## src/rtl/tag_rule_pkg.sv

```systemverilog
package tag_rule_pkg;
  localparam int NUM_CELLS = 7;
  localparam int NUM_KEY   = 5;
  localparam int NUM_ARGS  = 3;
  localparam int CELL_OP    = 0;
  localparam int CELL_PCTAG = 1;
  localparam int CELL_ARG0  = 2;
  localparam int CELL_RES   = 5;
  localparam int CELL_NEWPC = 6;

  typedef struct packed {
    logic capture;  // copy masked key and return frame
    logic wrEn;     // kernel write accepted this cycle
  } ctlStrobes_t;
endpackage

```

## src/rtl/tag_rule_dp.sv

```systemverilog
module tag_rule_dp
  import tag_rule_pkg::*;
#(
  parameter int TAG_W = 8,
  parameter int OP_W  = 5,
  parameter int PC_W  = 12
) (
  input  logic              clk,
  input  logic              rstN,
  input  ctlStrobes_t       strb,
  input  logic [OP_W-1:0]   usrOpcode,
  input  logic [1:0]        usrArgCnt,
  input  logic [TAG_W-1:0]  usrPcTag,
  input  logic [TAG_W-1:0]  usrTag1,
  input  logic [TAG_W-1:0]  usrTag2,
  input  logic [TAG_W-1:0]  usrTag3,
  input  logic [PC_W-1:0]   usrPc,
  input  logic              kernelMode,
  input  logic [2:0]        kAddr,
  input  logic [TAG_W-1:0]  kWrData,
  output logic              keyMatch,
  output logic [TAG_W-1:0]  rulePcTag,
  output logic [TAG_W-1:0]  ruleResTag,
  output logic [TAG_W-1:0]  kRdData,
  output logic [PC_W-1:0]   savedPc,
  output logic              savedPriv
);
  localparam logic [TAG_W-1:0] DEFAULT_TAG = {TAG_W{1'b1}};

  logic [TAG_W-1:0] cellQ  [NUM_CELLS];
  logic [TAG_W-1:0] keyVec [NUM_KEY];
  logic [TAG_W-1:0] argRaw [NUM_ARGS];

  assign argRaw[0] = usrTag1;
  assign argRaw[1] = usrTag2;
  assign argRaw[2] = usrTag3;

  assign keyVec[CELL_OP]    = TAG_W'(usrOpcode);
  assign keyVec[CELL_PCTAG] = usrPcTag;

  // unused operand positions take the default tag
  for (genvar g = 0; g < NUM_ARGS; g++) begin : gArgMask
    assign keyVec[CELL_ARG0+g] = (usrArgCnt > 2'(g)) ? argRaw[g] : DEFAULT_TAG;
  end

  always_comb begin
    keyMatch = 1'b1;
    for (int i = 0; i < NUM_KEY; i++) begin
      if (keyVec[i] != cellQ[i]) keyMatch = 1'b0;
    end
  end

  always_ff @(posedge clk or negedge rstN) begin
    if (!rstN) begin
      for (int i = 0; i < NUM_CELLS; i++) begin
        cellQ[i] <= (i == CELL_OP) ? '0 : DEFAULT_TAG;
      end
    end else begin
      for (int i = 0; i < NUM_CELLS; i++) begin
        if (strb.capture && i < NUM_KEY) begin
          cellQ[i] <= keyVec[i];
        end else if (strb.wrEn && kAddr == 3'(i)) begin
          cellQ[i] <= kWrData;
        end
      end
    end
  end

  always_ff @(posedge clk or negedge rstN) begin
    if (!rstN) begin
      savedPc   <= '0;
      savedPriv <= 1'b0;
    end else if (strb.capture) begin
      savedPc   <= usrPc;
      savedPriv <= kernelMode;
    end
  end

  always_comb begin
    kRdData = '0;
    for (int i = 0; i < NUM_CELLS; i++) begin
      if (kAddr == 3'(i)) kRdData = cellQ[i];
    end
  end

  assign ruleResTag = cellQ[CELL_RES];
  assign rulePcTag  = cellQ[CELL_NEWPC];
endmodule

```

## src/rtl/tag_rule_ctl.sv

```systemverilog
module tag_rule_ctl
  import tag_rule_pkg::*;
#(
  parameter int PC_W = 12
) (
  input  logic            clk,
  input  logic            rstN,
  input  logic            usrValid,
  input  logic            keyMatch,
  input  logic [2:0]      kAddr,
  input  logic            kWrEn,
  input  logic            retStrobe,
  input  logic            kJump,
  input  logic [PC_W-1:0] kJumpAddr,
  input  logic            savedPriv,
  output ctlStrobes_t     strb,
  output logic            ruleHit,
  output logic            kernelMode,
  output logic            trapPulse,
  output logic            resumeValid,
  output logic            halted
);
  localparam logic [PC_W-1:0] HALT_ADDR = {PC_W{1'b1}};

  logic kernelQ, haltQ, trapQ, resumeQ, resWrQ, pcWrQ;
  logic lookupEn, outValid, miss, kWrOk, denyJump, retOk, keyFieldWr;

  assign outValid   = resWrQ & pcWrQ;
  assign lookupEn   = usrValid & ~kernelQ & ~haltQ;
  assign ruleHit    = lookupEn & outValid & keyMatch;
  assign miss       = lookupEn & ~ruleHit;
  assign kWrOk      = kWrEn & kernelQ & ~haltQ & (kAddr < 3'(NUM_CELLS));
  assign keyFieldWr = kWrOk & (kAddr < 3'(NUM_KEY));
  assign denyJump   = kJump & kernelQ & ~haltQ & (kJumpAddr == HALT_ADDR);
  assign retOk      = retStrobe & kernelQ & ~haltQ & ~denyJump;

  assign strb.capture = miss;
  assign strb.wrEn    = kWrOk;

  always_ff @(posedge clk or negedge rstN) begin
    if (!rstN) begin
      kernelQ <= 1'b0;
      haltQ   <= 1'b0;
      trapQ   <= 1'b0;
      resumeQ <= 1'b0;
    end else begin
      trapQ   <= miss;
      resumeQ <= retOk;
      if (denyJump) haltQ <= 1'b1;
      if (miss) kernelQ <= 1'b1;
      else if (retOk) kernelQ <= savedPriv;
    end
  end

  // output validity: both output cells must be written after any key change
  always_ff @(posedge clk or negedge rstN) begin
    if (!rstN) begin
      resWrQ <= 1'b0;
      pcWrQ  <= 1'b0;
    end else if (miss || keyFieldWr) begin
      resWrQ <= 1'b0;
      pcWrQ  <= 1'b0;
    end else if (kWrOk) begin
      if (kAddr == 3'(CELL_RES))   resWrQ <= 1'b1;
      if (kAddr == 3'(CELL_NEWPC)) pcWrQ  <= 1'b1;
    end
  end

  assign kernelMode  = kernelQ;
  assign trapPulse   = trapQ;
  assign resumeValid = resumeQ;
  assign halted      = haltQ;
endmodule

```

## src/rtl/tag_rule_cache.sv

```systemverilog
module tag_rule_cache
  import tag_rule_pkg::*;
#(
  parameter int              TAG_W      = 8,
  parameter int              OP_W       = 5,
  parameter int              PC_W       = 12,
  parameter logic [PC_W-1:0] HANDLER_PC = 12'h100
) (
  input  logic              clk,
  input  logic              rstN,
  input  logic              usrValid,
  input  logic [OP_W-1:0]   usrOpcode,
  input  logic [1:0]        usrArgCnt,
  input  logic [TAG_W-1:0]  usrPcTag,
  input  logic [TAG_W-1:0]  usrTag1,
  input  logic [TAG_W-1:0]  usrTag2,
  input  logic [TAG_W-1:0]  usrTag3,
  input  logic [PC_W-1:0]   usrPc,
  output logic              ruleHit,
  output logic [TAG_W-1:0]  rulePcTag,
  output logic [TAG_W-1:0]  ruleResTag,
  output logic              trapPulse,
  output logic [PC_W-1:0]   trapTarget,
  output logic              kernelMode,
  input  logic [2:0]        kAddr,
  input  logic              kWrEn,
  input  logic [TAG_W-1:0]  kWrData,
  output logic [TAG_W-1:0]  kRdData,
  input  logic              retStrobe,
  input  logic              kJump,
  input  logic [PC_W-1:0]   kJumpAddr,
  output logic              resumeValid,
  output logic [PC_W-1:0]   resumePc,
  output logic              halted
);
  ctlStrobes_t strb;
  logic        keyMatch;
  logic        savedPriv;

  tag_rule_ctl #(.PC_W(PC_W)) uCtl (
    .clk(clk), .rstN(rstN), .usrValid(usrValid), .keyMatch(keyMatch),
    .kAddr(kAddr), .kWrEn(kWrEn), .retStrobe(retStrobe), .kJump(kJump),
    .kJumpAddr(kJumpAddr), .savedPriv(savedPriv), .strb(strb),
    .ruleHit(ruleHit), .kernelMode(kernelMode), .trapPulse(trapPulse),
    .resumeValid(resumeValid), .halted(halted)
  );

  tag_rule_dp #(.TAG_W(TAG_W), .OP_W(OP_W), .PC_W(PC_W)) uDp (
    .clk(clk), .rstN(rstN), .strb(strb), .usrOpcode(usrOpcode),
    .usrArgCnt(usrArgCnt), .usrPcTag(usrPcTag), .usrTag1(usrTag1),
    .usrTag2(usrTag2), .usrTag3(usrTag3), .usrPc(usrPc),
    .kernelMode(kernelMode), .kAddr(kAddr), .kWrData(kWrData),
    .keyMatch(keyMatch), .rulePcTag(rulePcTag), .ruleResTag(ruleResTag),
    .kRdData(kRdData), .savedPc(resumePc), .savedPriv(savedPriv)
  );

  assign trapTarget = HANDLER_PC;
endmodule

```

## config.mk

```make
export PLATFORM = sky130hd
export DESIGN_NAME = tag_rule_cache
export DESIGN_NICKNAME = d
export VERILOG_FILES = /design/src/rtl/tag_rule_pkg.sv /design/src/rtl/tag_rule_dp.sv /design/src/rtl/tag_rule_ctl.sv /design/src/rtl/tag_rule_cache.sv
export SDC_FILE = /design/constraint.sdc
export NUM_CORES = 1
export LEC_CHECK = 0
export BUFFER_PORTS_ARGS = -buffer_cell sky130_fd_sc_hd__buf_2
export CORE_ASPECT_RATIO = 2
export CORE_MARGIN = 10
export CORE_UTILIZATION = 30
export CTS_CLUSTER_SIZE = 40
export DETAILED_ROUTE_END_ITERATION = 16
export PLACE_DENSITY = 0.53
export SYNTH_ARGS = -nofsm -noshare
export SYNTH_HDL_FRONTEND = slang
export SYNTH_SLANG_ARGS = --single-unit
```

## constraint.sdc

```tcl
create_clock -name clk -period 3.09 [get_ports clk]
set_input_delay 0.618 -clock clk [delete_from_list [all_inputs] [get_ports clk]]
set_output_delay 0.618 -clock clk [all_outputs]
set_load 0.005 [all_outputs]
```

==> results of run 1 <==
where the power goes:
group / total (µW) / internal (µW) / switching (µW)
combinational: 386 / 168 / 218
clock: 1120 / 639 / 478
sequential: 1100 / 1040 / 52.8
through the flow:
stage / power [µW] / util [%] / area (µm²) / setup WS [ns] / hold WS (ns)
floorplan: 1300 / - / 5120 / 0.574 / 0.322
global placement: 1490 / 34.8 / 5800 / 0.162 / 0.470
detailed placement: 1500 / 34.8 / 5800 / 0.132 / 0.471
CTS: 2630 / 36.6 / 6100 / 0.0594 / 0.132
global route: 2700 / 36.6 / 6110 / 0.0376 / 0.143
finish: 2600 / 36.6 / 6110 / 0.153 / 0.134
synth_stat cells (9+ instances only):
master | instances | area, µm²
nand2_1 | 33 | 124
dfstp_2 | 48 | 1260
o21ai_0 | 17 | 85.1
a21oi_1 | 27 | 135
nor2_1 | 57 | 214
mux2_4 | 22 | 330
clkbuf_1 | 9 | 33.8
mux2_1 | 12 | 135
dfrtp_1 | 27 | 676
nor2b_1 | 11 | 68.8
xor2_1 | 13 | 114
mux2i_1 | 59 | 591
buf_4 | 29 | 218
mux2_2 | 21 | 236
per-layer routing:
layer | GRT usage (%) | vias to the layer above
li1 | - | 1929
met1 | 14.5 | 2023
met2 | 27.6 | 146
met3 | 3.94 | 47
met4 | 11.5 | 2
met5 | 0 | -
area by class of cell:
type                            count  area (µm²)
Clock inverter                      7        81.3
Inverter                           11        41.3
Multi-Input combinational cell    369        2780
Clock buffer                        9         225
Tap cell                          207         259
Timing Repair Buffer              139         793
Sequential cell                    75        1940
Fill cell                        1669       10600
timing repair:
item	in CTS	in global routing
setup endpoints to repair	0	1
hold buffers	0	0
setup buffers	0	1
sequential cells by signal, indices dropped and copies added, names as in the netlist:
register / cells
uCtl.halted: 1
uCtl.kernelMode: 1
uCtl.pcWrQ: 1
uCtl.resWrQ: 1
uCtl.resumeValid: 1
uCtl.trapPulse: 1
uDp.cellQ: 40
uDp.rulePcTag: 8
uDp.ruleResTag: 8
uDp.savedPc: 12
uDp.savedPriv: 1
cells by family (layout without fill, tap and decap cells):
kind of cell / Yosys count / after routing
and+or+nand+nor: 151 / 151
muxes: 115 / 115
DFF: 75 / 75
AOI/OAI and AO/OA: 72 / 72
buffers and inverters: 62 / 166
xor gates and xnor gates: 19 / 19
other: 2 / 12
cell usage in the layout (no fill, tap or decap), types with 7 or more instances in the layout:
master | synthesis | final
conb_1 | 2 | 12
o21ai_0 | 17 | 17
buf_2 | 6 | 120
nand2_1 | 33 | 33
dfrtp_1 | 27 | 27
mux2_2 | 21 | 21
inv_1 | 8 | 8
xor2_1 | 13 | 13
nor4_1 | 8 | 8
nand2b_1 | 7 | 7
nor2b_1 | 11 | 11
nor2_1 | 57 | 57
a21oi_1 | 27 | 27
clkbuf_16 | 0 | 9
mux2i_1 | 59 | 59
o211a_1 | 7 | 7
mux2_1 | 12 | 12
dfstp_2 | 48 | 48
buf_4 | 29 | 15
mux2_4 | 22 | 22
worst max-delay path by stage:
stage                                 to  slack [ns]                       from
6_report                         ruleHit        0.15  uDp.cellQ[36]$_DFFE_PN1P_
4_1_cts                          ruleHit        0.06  uDp.cellQ[36]$_DFFE_PN1P_
2_1_floorplan  uDp.cellQ[48]$_DFFE_PN0P_        0.57               usrArgCnt[1]
3_5_place_dp                     ruleHit        0.13               usrArgCnt[1]
3_3_place_gp                     ruleHit        0.16               usrArgCnt[1]
5_1_grt                          ruleHit        0.04  uDp.cellQ[36]$_DFFE_PN1P_
==> out/results.ini, run 1 <==
[clocking]
cts.repair.resized=0
insertion_delay_ns=0.36
path_clk_slew_ns=0.07
cts_tree=built
clock-root-buffer=clkbuf_16
clock_sinks=75
cts_max_level=3
cts_buffers=9
clock_path_buffers=2

[yosys]
synth_xor_area_share_pct=3.27
synthFlopType=dfstp_2
syn_area_um2=5090
synth_top_family_by_area=multiplexers
muxShareOfSynthArea_pct=25.8
synth.avg_cell_area_um2=10.3
async_reset_ff_share_pct=100
synth_warnings=0
ys_ff_latch=75
synth-edff-count=0
yosys.area_share.simple_pct=15.6
synth_compound_area_share_pct=8.90
synth_fa_ha_area_share_pct=0
syn_inst=496
ys_seq_area_share_pct=38.1
synth.distinct_cells=57

[critical_path]
r2r-start=uDp.cellQ[36]$_DFFE_PN1P_
cp.arrival_ns=2.32
start_kind=flip-flop
cpMaxStageDelayCell=dfstp_2
r2r_end=uDp.savedPc[11]$_DFFE_PN0N_
cpLargestDelayFamily=simple AND/OR/NAND/NOR gates
cp_max_fo=6
reg2reg_depth=9
required_ns=2.47
cp-end-kind=output pin
path_depth=7
timing.critical_path.buf_inv=2
worstSetupPathType=flip-flop to output pin
slowest_delay_ns=0.59
path_cells=nand2b_1, o2111ai_1, or4_4, nor4_4, nand4_4, inv_1, buf_2
rrSetupSlack_ns=0.44

[global_route]
grt_max_degree=37
grt_overflow=0
first_global_vias=4576
antenna_found_initial=1
grt_use_total_pct=15.4
grt_pass1_wl_mm=27.1

[sta]
slew_viol_final=0
relSlewSlack_pct=62.9
min_period_ns=2.94
fin_tns_setup_ns=0
rsz0062_at_grt=false
worst_slew_pin_slew_ns=0.553
final-hold-violation-count=0
finClkSkew_ns=0.0133
max_freq_ghz=0.340
final.period_utilization_pct=95.1
finalSetupViolations=0

[power]
p_per_area_nw_per_um2=425
p_leak_uw=0.00318
vdd_drop_max_v=0.000251

[detailed_routing]
m1WireLength_mm=6.14
drtAntennaViolNets=0
routed.top_layer=met5
vias=4147
via_per_inst=5.08
drc_errors=0
met2_length_mm=9.40
dr_wl_met3_um=873
drtPass1Iterations=6
initialDrtViolationCount=211
wl_mm=17.6
wire_per_inst_um=21.6

[placement]
port_buffers=120
dp_hpwl_mm=14.3
dp_cells=800
gp_congestion=0.944

[floorplan]
core_area_um2=16700
die_h_um=204
dieArea_um2=22900
dieWidth_um=112
fp-row-count=67
ios=133
start_util_pct=30.5

[cells_and_area]
fin_cells=817
area_growth_pct=20.1
drive_above_1_share_pct=42.3
antenna_cells=0
nNetsFinal=685

[min_path]
hold_class=input port to asynchronous set/reset pin

[status]
outcome=completed

[run]
drv_cap=0

(Power assumes the default switching activity.)
==> run 2, diff against run 1 <==
Settings changed: CORE_ASPECT_RATIO 2 to 1.1.
==> out/results.ini, run 2 (synthesis results as in run 1) <==
[clocking]
cts_buffers=9  ; unchanged
clock_path_buffers=2  ; unchanged
insertion_delay_ns=0.35  ; about the same
cts_tree=built
cts_max_level=3  ; unchanged
clock-root-buffer=clkbuf_16
path_clk_slew_ns=0.06  ; about the same
clock_sinks=75  ; unchanged

[global_route]
antenna_found_initial=2  ; +1
grt_pass1_wl_mm=25.8  ; -4.6%
grt_max_degree=41  ; +11%
first_global_vias=4452  ; -2.7%
grt_use_total_pct=14.9  ; -0.49 points
grt_overflow=0  ; unchanged

[detailed_routing]
via_per_inst=5.11  ; +0.70%
m1WireLength_mm=7.33  ; +19%
wire_per_inst_um=20.6  ; -4.5%
drtAntennaViolNets=0  ; unchanged
drtPass1Iterations=5  ; -1
dr_wl_met3_mm=1.12  ; +28%
initialDrtViolationCount=275  ; +30%
met2_length_mm=7.96  ; -15%
vias=4181  ; +0.82%
routed.top_layer=met5
wl_mm=16.9  ; -4.3%
drc_errors=0  ; unchanged

[critical_path]
rrSetupSlack_ns=0.36  ; -0.08 ns
start_kind=flip-flop
slowest_delay_ns=0.60  ; about the same
path_cells=nand2b_1, o2111ai_1, or4_4, nor4_4, nand4_4, inv_1, buf_2
cpMaxStageDelayCell=dfstp_2
worstSetupPathType=flip-flop to output pin
r2r-start=uDp.cellQ[36]$_DFFE_PN1P_
cp-end-kind=output pin
r2r_end=uDp.cellQ[34]$_DFFE_PN1P_
reg2reg_depth=10  ; +1
cp.arrival_ns=2.37  ; +0.05 ns
required_ns=2.47  ; about the same
cp_max_fo=6  ; unchanged

[floorplan]
die_h_um=157  ; -23%
start_util_pct=30.8  ; +0.35 points
core_area_um2=16500  ; -1.1%
ios=133  ; unchanged
dieArea_um2=22600  ; -1.4%
fp-row-count=49  ; -27%
dieWidth_um=144  ; +29%

[sta]
finClkSkew_ns=0.00519  ; -0.00809 ns
relSlewSlack_pct=40.3  ; -23 points
final.period_utilization_pct=96.6  ; +1.6 points
final-hold-violation-count=0  ; unchanged
holdWs_ns=0.399  ; +0.265 ns
slew_viol_final=0  ; unchanged
fin_tns_setup_ns=0  ; unchanged
min_period_ns=2.99  ; +0.0484 ns
rsz0062_at_grt=false
worst_slew_pin_slew_ns=0.895  ; +0.343 ns
finalSetupViolations=0  ; unchanged
max_freq_ghz=0.335  ; -1.6%

[power]
vdd_drop_max_v=0.000207  ; -18%
p_int_uw=1840  ; -0.57%
power_frac_clock_pct=42.3  ; -0.7 points
p_per_area_nw_per_um2=415  ; -2.5%
seq_power_share_pct=43.0  ; +0.8 points
switching_power_uw=711  ; -5.1%
p_comb_share_pct=14.7  ; -0.2 points
swShare_pct=27.9  ; -0.94 points
p_leak_uw=0.00320  ; +0.57%

[cells_and_area]
antenna_cells=0  ; unchanged
area_growth_pct=20.9
biggestRegsByFlops=uDp.cellQ: 40 flops, uDp.savedPc: 12 flops
drive_above_1_share_pct=42.8  ; +0.54 points
largest_reg_flops=40  ; unchanged
fin_cells=818  ; +0.12%
final_common_cell=buf_2
regMostFlops=uDp.cellQ
mostFrequentLayoutCells=buf_2, mux2i_1, nor2_1
nNetsFinal=689  ; +0.58%

[placement]
port_buffers=120  ; unchanged
dp_hpwl_mm=13.1  ; -8.7%
dp_cells=801  ; +0.13%
gp_congestion=0.850  ; -10%

[status]
outcome=completed

[min_path]
hold_class=input port to asynchronous set/reset pin

[run]
drv_cap=0  ; unchanged

run 2: cell count changes in the layout (fill, tap and decap cells not counted):
| cell | before | now |
|---|---|---|
| a2111oi_2 | 0 | 1 |
| buf_12 | 4 | 5 |
| clkinv_4 | 1 | 0 |
| buf_4 | 15 | 18 |
| clkinv_2 | 0 | 1 |
| clkinvlp_4 | 1 | 3 |
| inv_6 | 4 | 2 |
| a2111oi_1 | 1 | 0 |
run 2: power groups by stage:
stage	clock (µW)	combinational (µW)	sequential (µW)
2_1_floorplan	0	210	1090
3_3_place_gp	0	371	1110
3_5_place_dp	0	376	1110
4_1_cts	1100	378	1090
5_1_grt	1140	417	1100
6_report	1080	375	1100
run 2: timing repair:
action / in CTS / in global routing
resized for setup: 0 / 1
endpoints found under the setup margin: 0 / 1
hold buffers: 0 / 0
setup buffers: 0 / 1
run 2: metrics by stage:
stage / power [µW] / setup slack [ns] / utilization [%] / area (µm²)
2_1_floorplan: 1300 / 0.574 / - / 5120
3_3_place_gp: 1480 / 0.185 / 35.4 / 5840
3_5_place_dp: 1490 / 0.118 / 35.4 / 5840
4_1_cts: 2580 / 0.0300 / 37.2 / 6140
5_1_grt: 2660 / 0.00531 / 37.3 / 6150
6_report: 2550 / 0.104 / 37.3 / 6150
run 2: area by class of cell:
class	count	area [µm²]
fillers	1675	10300
multi-input cells	369	2780
flip-flops and latches	75	1940
repair buffers	143	836
well taps	204	255
clock buffers	9	225
clock inverters	7	75.1
inverters	11	41.3
run 2: metal layers:
layer / global-route usage, % / vias up
met3: 4.21 / 30
met2: 24.1 / 169
met1: 18.4 / 2038
met4: 5.59 / 4
li1: - / 1940
met5: 0 / -
run 2: how the worst max path moves through the flow:
stage / cells after the start / start / slack (ns) / endpoint
6_report: 7 / uDp.cellQ[36]$_DFFE_PN1P_ / 0.10 / ruleHit
5_1_grt: 7 / uDp.cellQ[36]$_DFFE_PN1P_ / 0.005 / ruleHit
4_1_cts: 7 / uDp.cellQ[36]$_DFFE_PN1P_ / 0.03 / ruleHit
3_5_place_dp: 8 / usrArgCnt[1] / 0.12 / ruleHit
3_3_place_gp: 8 / usrArgCnt[0] / 0.18 / ruleHit
2_1_floorplan: 8 / usrArgCnt[1] / 0.57 / uDp.cellQ[48]$_DFFE_PN0P_
run 2: worst max-delay path: cells and delay by family (launching register included):
| family | cells | cell delay, ns |
|---|---|---|
| AOI/OAI and AO/OA | 1 | 0.14 |
| DFF | 1 | 0.60 |
| and+or+nand+nor | 4 | 1.06 |
| buffers and inverters | 2 | 0.21 |
==> run 3, diff against run 2 <==
Settings changed: GPL_ROUTABILITY_DRIVEN set to 0, SETUP_SLACK_MARGIN set to 0.15.
==> out/results.ini, run 3 (synthesis results as in run 1) <==
[status]
outcome=completed

[cells_and_area]
area_growth_pct=22.8
nNetsFinal=693  ; +0.58%
largest_reg_flops=40  ; unchanged
mostFrequentLayoutCells=buf_2, mux2i_1, nor2_1
regMostFlops=uDp.cellQ
biggestRegsByFlops=uDp.cellQ: 40 flops, uDp.savedPc: 12 flops
drive_above_1_share_pct=44.3  ; +1.5 points
fin_util_pct=37.9  ; +0.61 points
antenna_cells=0  ; unchanged
final_common_cell=buf_2

[critical_path]
path_cells=nand2b_4, o2111ai_4, or4_4, nor4_4, nand4_4, inv_2, buf_6
start_kind=flip-flop
required_ns=2.47  ; about the same
slowest_delay_ns=0.55  ; -0.05 ns
cp.arrival_ns=2.27  ; -0.10 ns
r2r_end=uDp.cellQ[34]$_DFFE_PN1P_
cpMaxStageDelayCell=dfstp_2
reg2reg_depth=10  ; unchanged
timing.critical_path.buf_inv=2  ; unchanged
r2r-start=uDp.cellQ[30]$_DFFE_PN1P_
cp-end-kind=output pin
cpLargestDelayFamily=simple AND/OR/NAND/NOR gates
rrSetupSlack_ns=0.42  ; +0.06 ns
worstSetupPathType=flip-flop to output pin
cp_max_fo=2  ; -4

[global_route]
grt_pass1_wl_mm=25.9  ; +0.27%
antenna_found_initial=2  ; unchanged
grt_max_degree=41  ; unchanged
grt_overflow=0  ; unchanged
first_global_vias=4476  ; +0.54%
grt_use_total_pct=14.9  ; +0.032 points

[floorplan]
dieWidth_um=144  ; unchanged
die_h_um=157  ; unchanged
ios=133  ; unchanged
fp-row-count=49  ; unchanged
start_util_pct=30.8  ; unchanged
dieArea_um2=22600  ; unchanged
core_area_um2=16500  ; unchanged

[detailed_routing]
via_per_inst=5.14  ; +0.51%
wl_mm=16.9  ; +0.47%
drc_errors=0  ; unchanged
drtPass1Iterations=5  ; unchanged
wire_per_inst_um=20.6  ; about the same
initialDrtViolationCount=272  ; -1.1%
vias=4223  ; +1.0%
drtAntennaViolNets=0  ; unchanged

[clocking]
insertion_delay_ns=0.35  ; about the same
cts_hold_buf=0  ; unchanged
cts_max_level=3  ; unchanged
clock_sinks=75  ; unchanged
clock_path_buffers=2  ; unchanged
path_clk_slew_ns=0.06  ; about the same
cts_buffers=9  ; unchanged
clock-root-buffer=clkbuf_16
cts_tree=built

[sta]
finalSetupViolations=0  ; unchanged
final.period_utilization_pct=93.4  ; -3.2 points
relSlewSlack_pct=40.3  ; about the same
max_freq_ghz=0.346  ; +3.4%
fin_tns_setup_ns=0  ; unchanged
worst_slew_pin_slew_ns=0.896  ; +0.000395 ns
rsz0062_at_grt=false
slew_viol_final=0  ; unchanged
final-hold-violation-count=0  ; unchanged
min_period_ns=2.89  ; -0.0984 ns
finClkSkew_ns=0.00531  ; +0.000122 ns

[power]
p_per_area_nw_per_um2=411  ; -0.92%
p_leak_uw=0.00324  ; +1.4%
vdd_drop_max_v=0.000207  ; about the same

[placement]
dp_hpwl_mm=13.1  ; unchanged
port_buffers=120  ; unchanged

[min_path]
hold_class=input port to asynchronous set/reset pin

[run]
drv_cap=0  ; unchanged

-- run 3: changes by cell type in the layout (fill, tap and decap cells not counted), moves of 2 or more --
cell	delta
buf_2	-2
buf_4	+4
nand2b_1	-3
nand2b_4	+3
-- run 3: per-stage QoR --
| step | cell area (µm²) | hold slack [ns] | power, µW | worst slack (ns) | instances |
|---|---|---|---|---|---|
| 2_1_floorplan | 5120 | 0.322 | 1300 | 0.574 | 506 |
| 3_3_place_gp | 5840 | 0.468 | 1480 | 0.185 | 801 |
| 3_5_place_dp | 5840 | 0.471 | 1490 | 0.118 | 801 |
| 4_1_cts | 6160 | 0.438 | 2580 | 0.162 | 820 |
| 5_1_grt | 6250 | 0.477 | 2680 | 0.147 | 822 |
| 6_report | 6250 | 0.398 | 2570 | 0.203 | 822 |
-- run 3: what timing repair did --
action,CTS,global route
setup buffers,3,2
pin swaps,1,4
gates resized for setup,0,12
endpoints found under the setup margin,1,1
endpoints found under the hold margin,0,0
-- run 3: layer usage --
metal | GRT usage [%] | routed length (µm)
met1 | 18.4 | 7250
met2 | 24.0 | 7970
met3 | 4.18 | 1230
met4 | 5.78 | 465
met5 | 0 | 23
-- run 3: final cells by class --
type	count	area (µm²)
Multi-Input combinational cell	369	2840
Sequential cell	75	1940
Inverter	11	41.3
Fill cell	1667	10200
Tap cell	204	255
Clock inverter	7	75.1
Clock buffer	9	225
Timing Repair Buffer	147	875
-- run 3: how the worst max path moves through the flow --
stage,start,to,slack (ns),cells past startpoint
final,uDp.cellQ[30]$_DFFE_PN1P_,ruleHit,0.20,7
after global routing,uDp.cellQ[36]$_DFFE_PN1P_,ruleHit,0.15,7
after CTS,uDp.cellQ[31]$_DFFE_PN1P_,ruleHit,0.16,7
after detailed placement,usrArgCnt[1],ruleHit,0.12,8
after global placement,usrArgCnt[0],ruleHit,0.18,8
after floorplan,usrArgCnt[1],uDp.cellQ[48]$_DFFE_PN0P_,0.57,8
-- run 3: worst reg2reg max path: cells and delay by family (launching register included) --
| kind | cells | cell delay (ns) |
|---|---|---|
| simple gates | 5 | 1.21 |
| flops | 1 | 0.55 |
| buf+inv | 3 | 0.50 |
| mux | 1 | 0.21 |
| compound gates | 1 | 0.12 |
-- run 3: report_power, final --
group	switching (µW)	internal (µW)
sequential	50.9	1040
combinational	217	176
clock	451	629
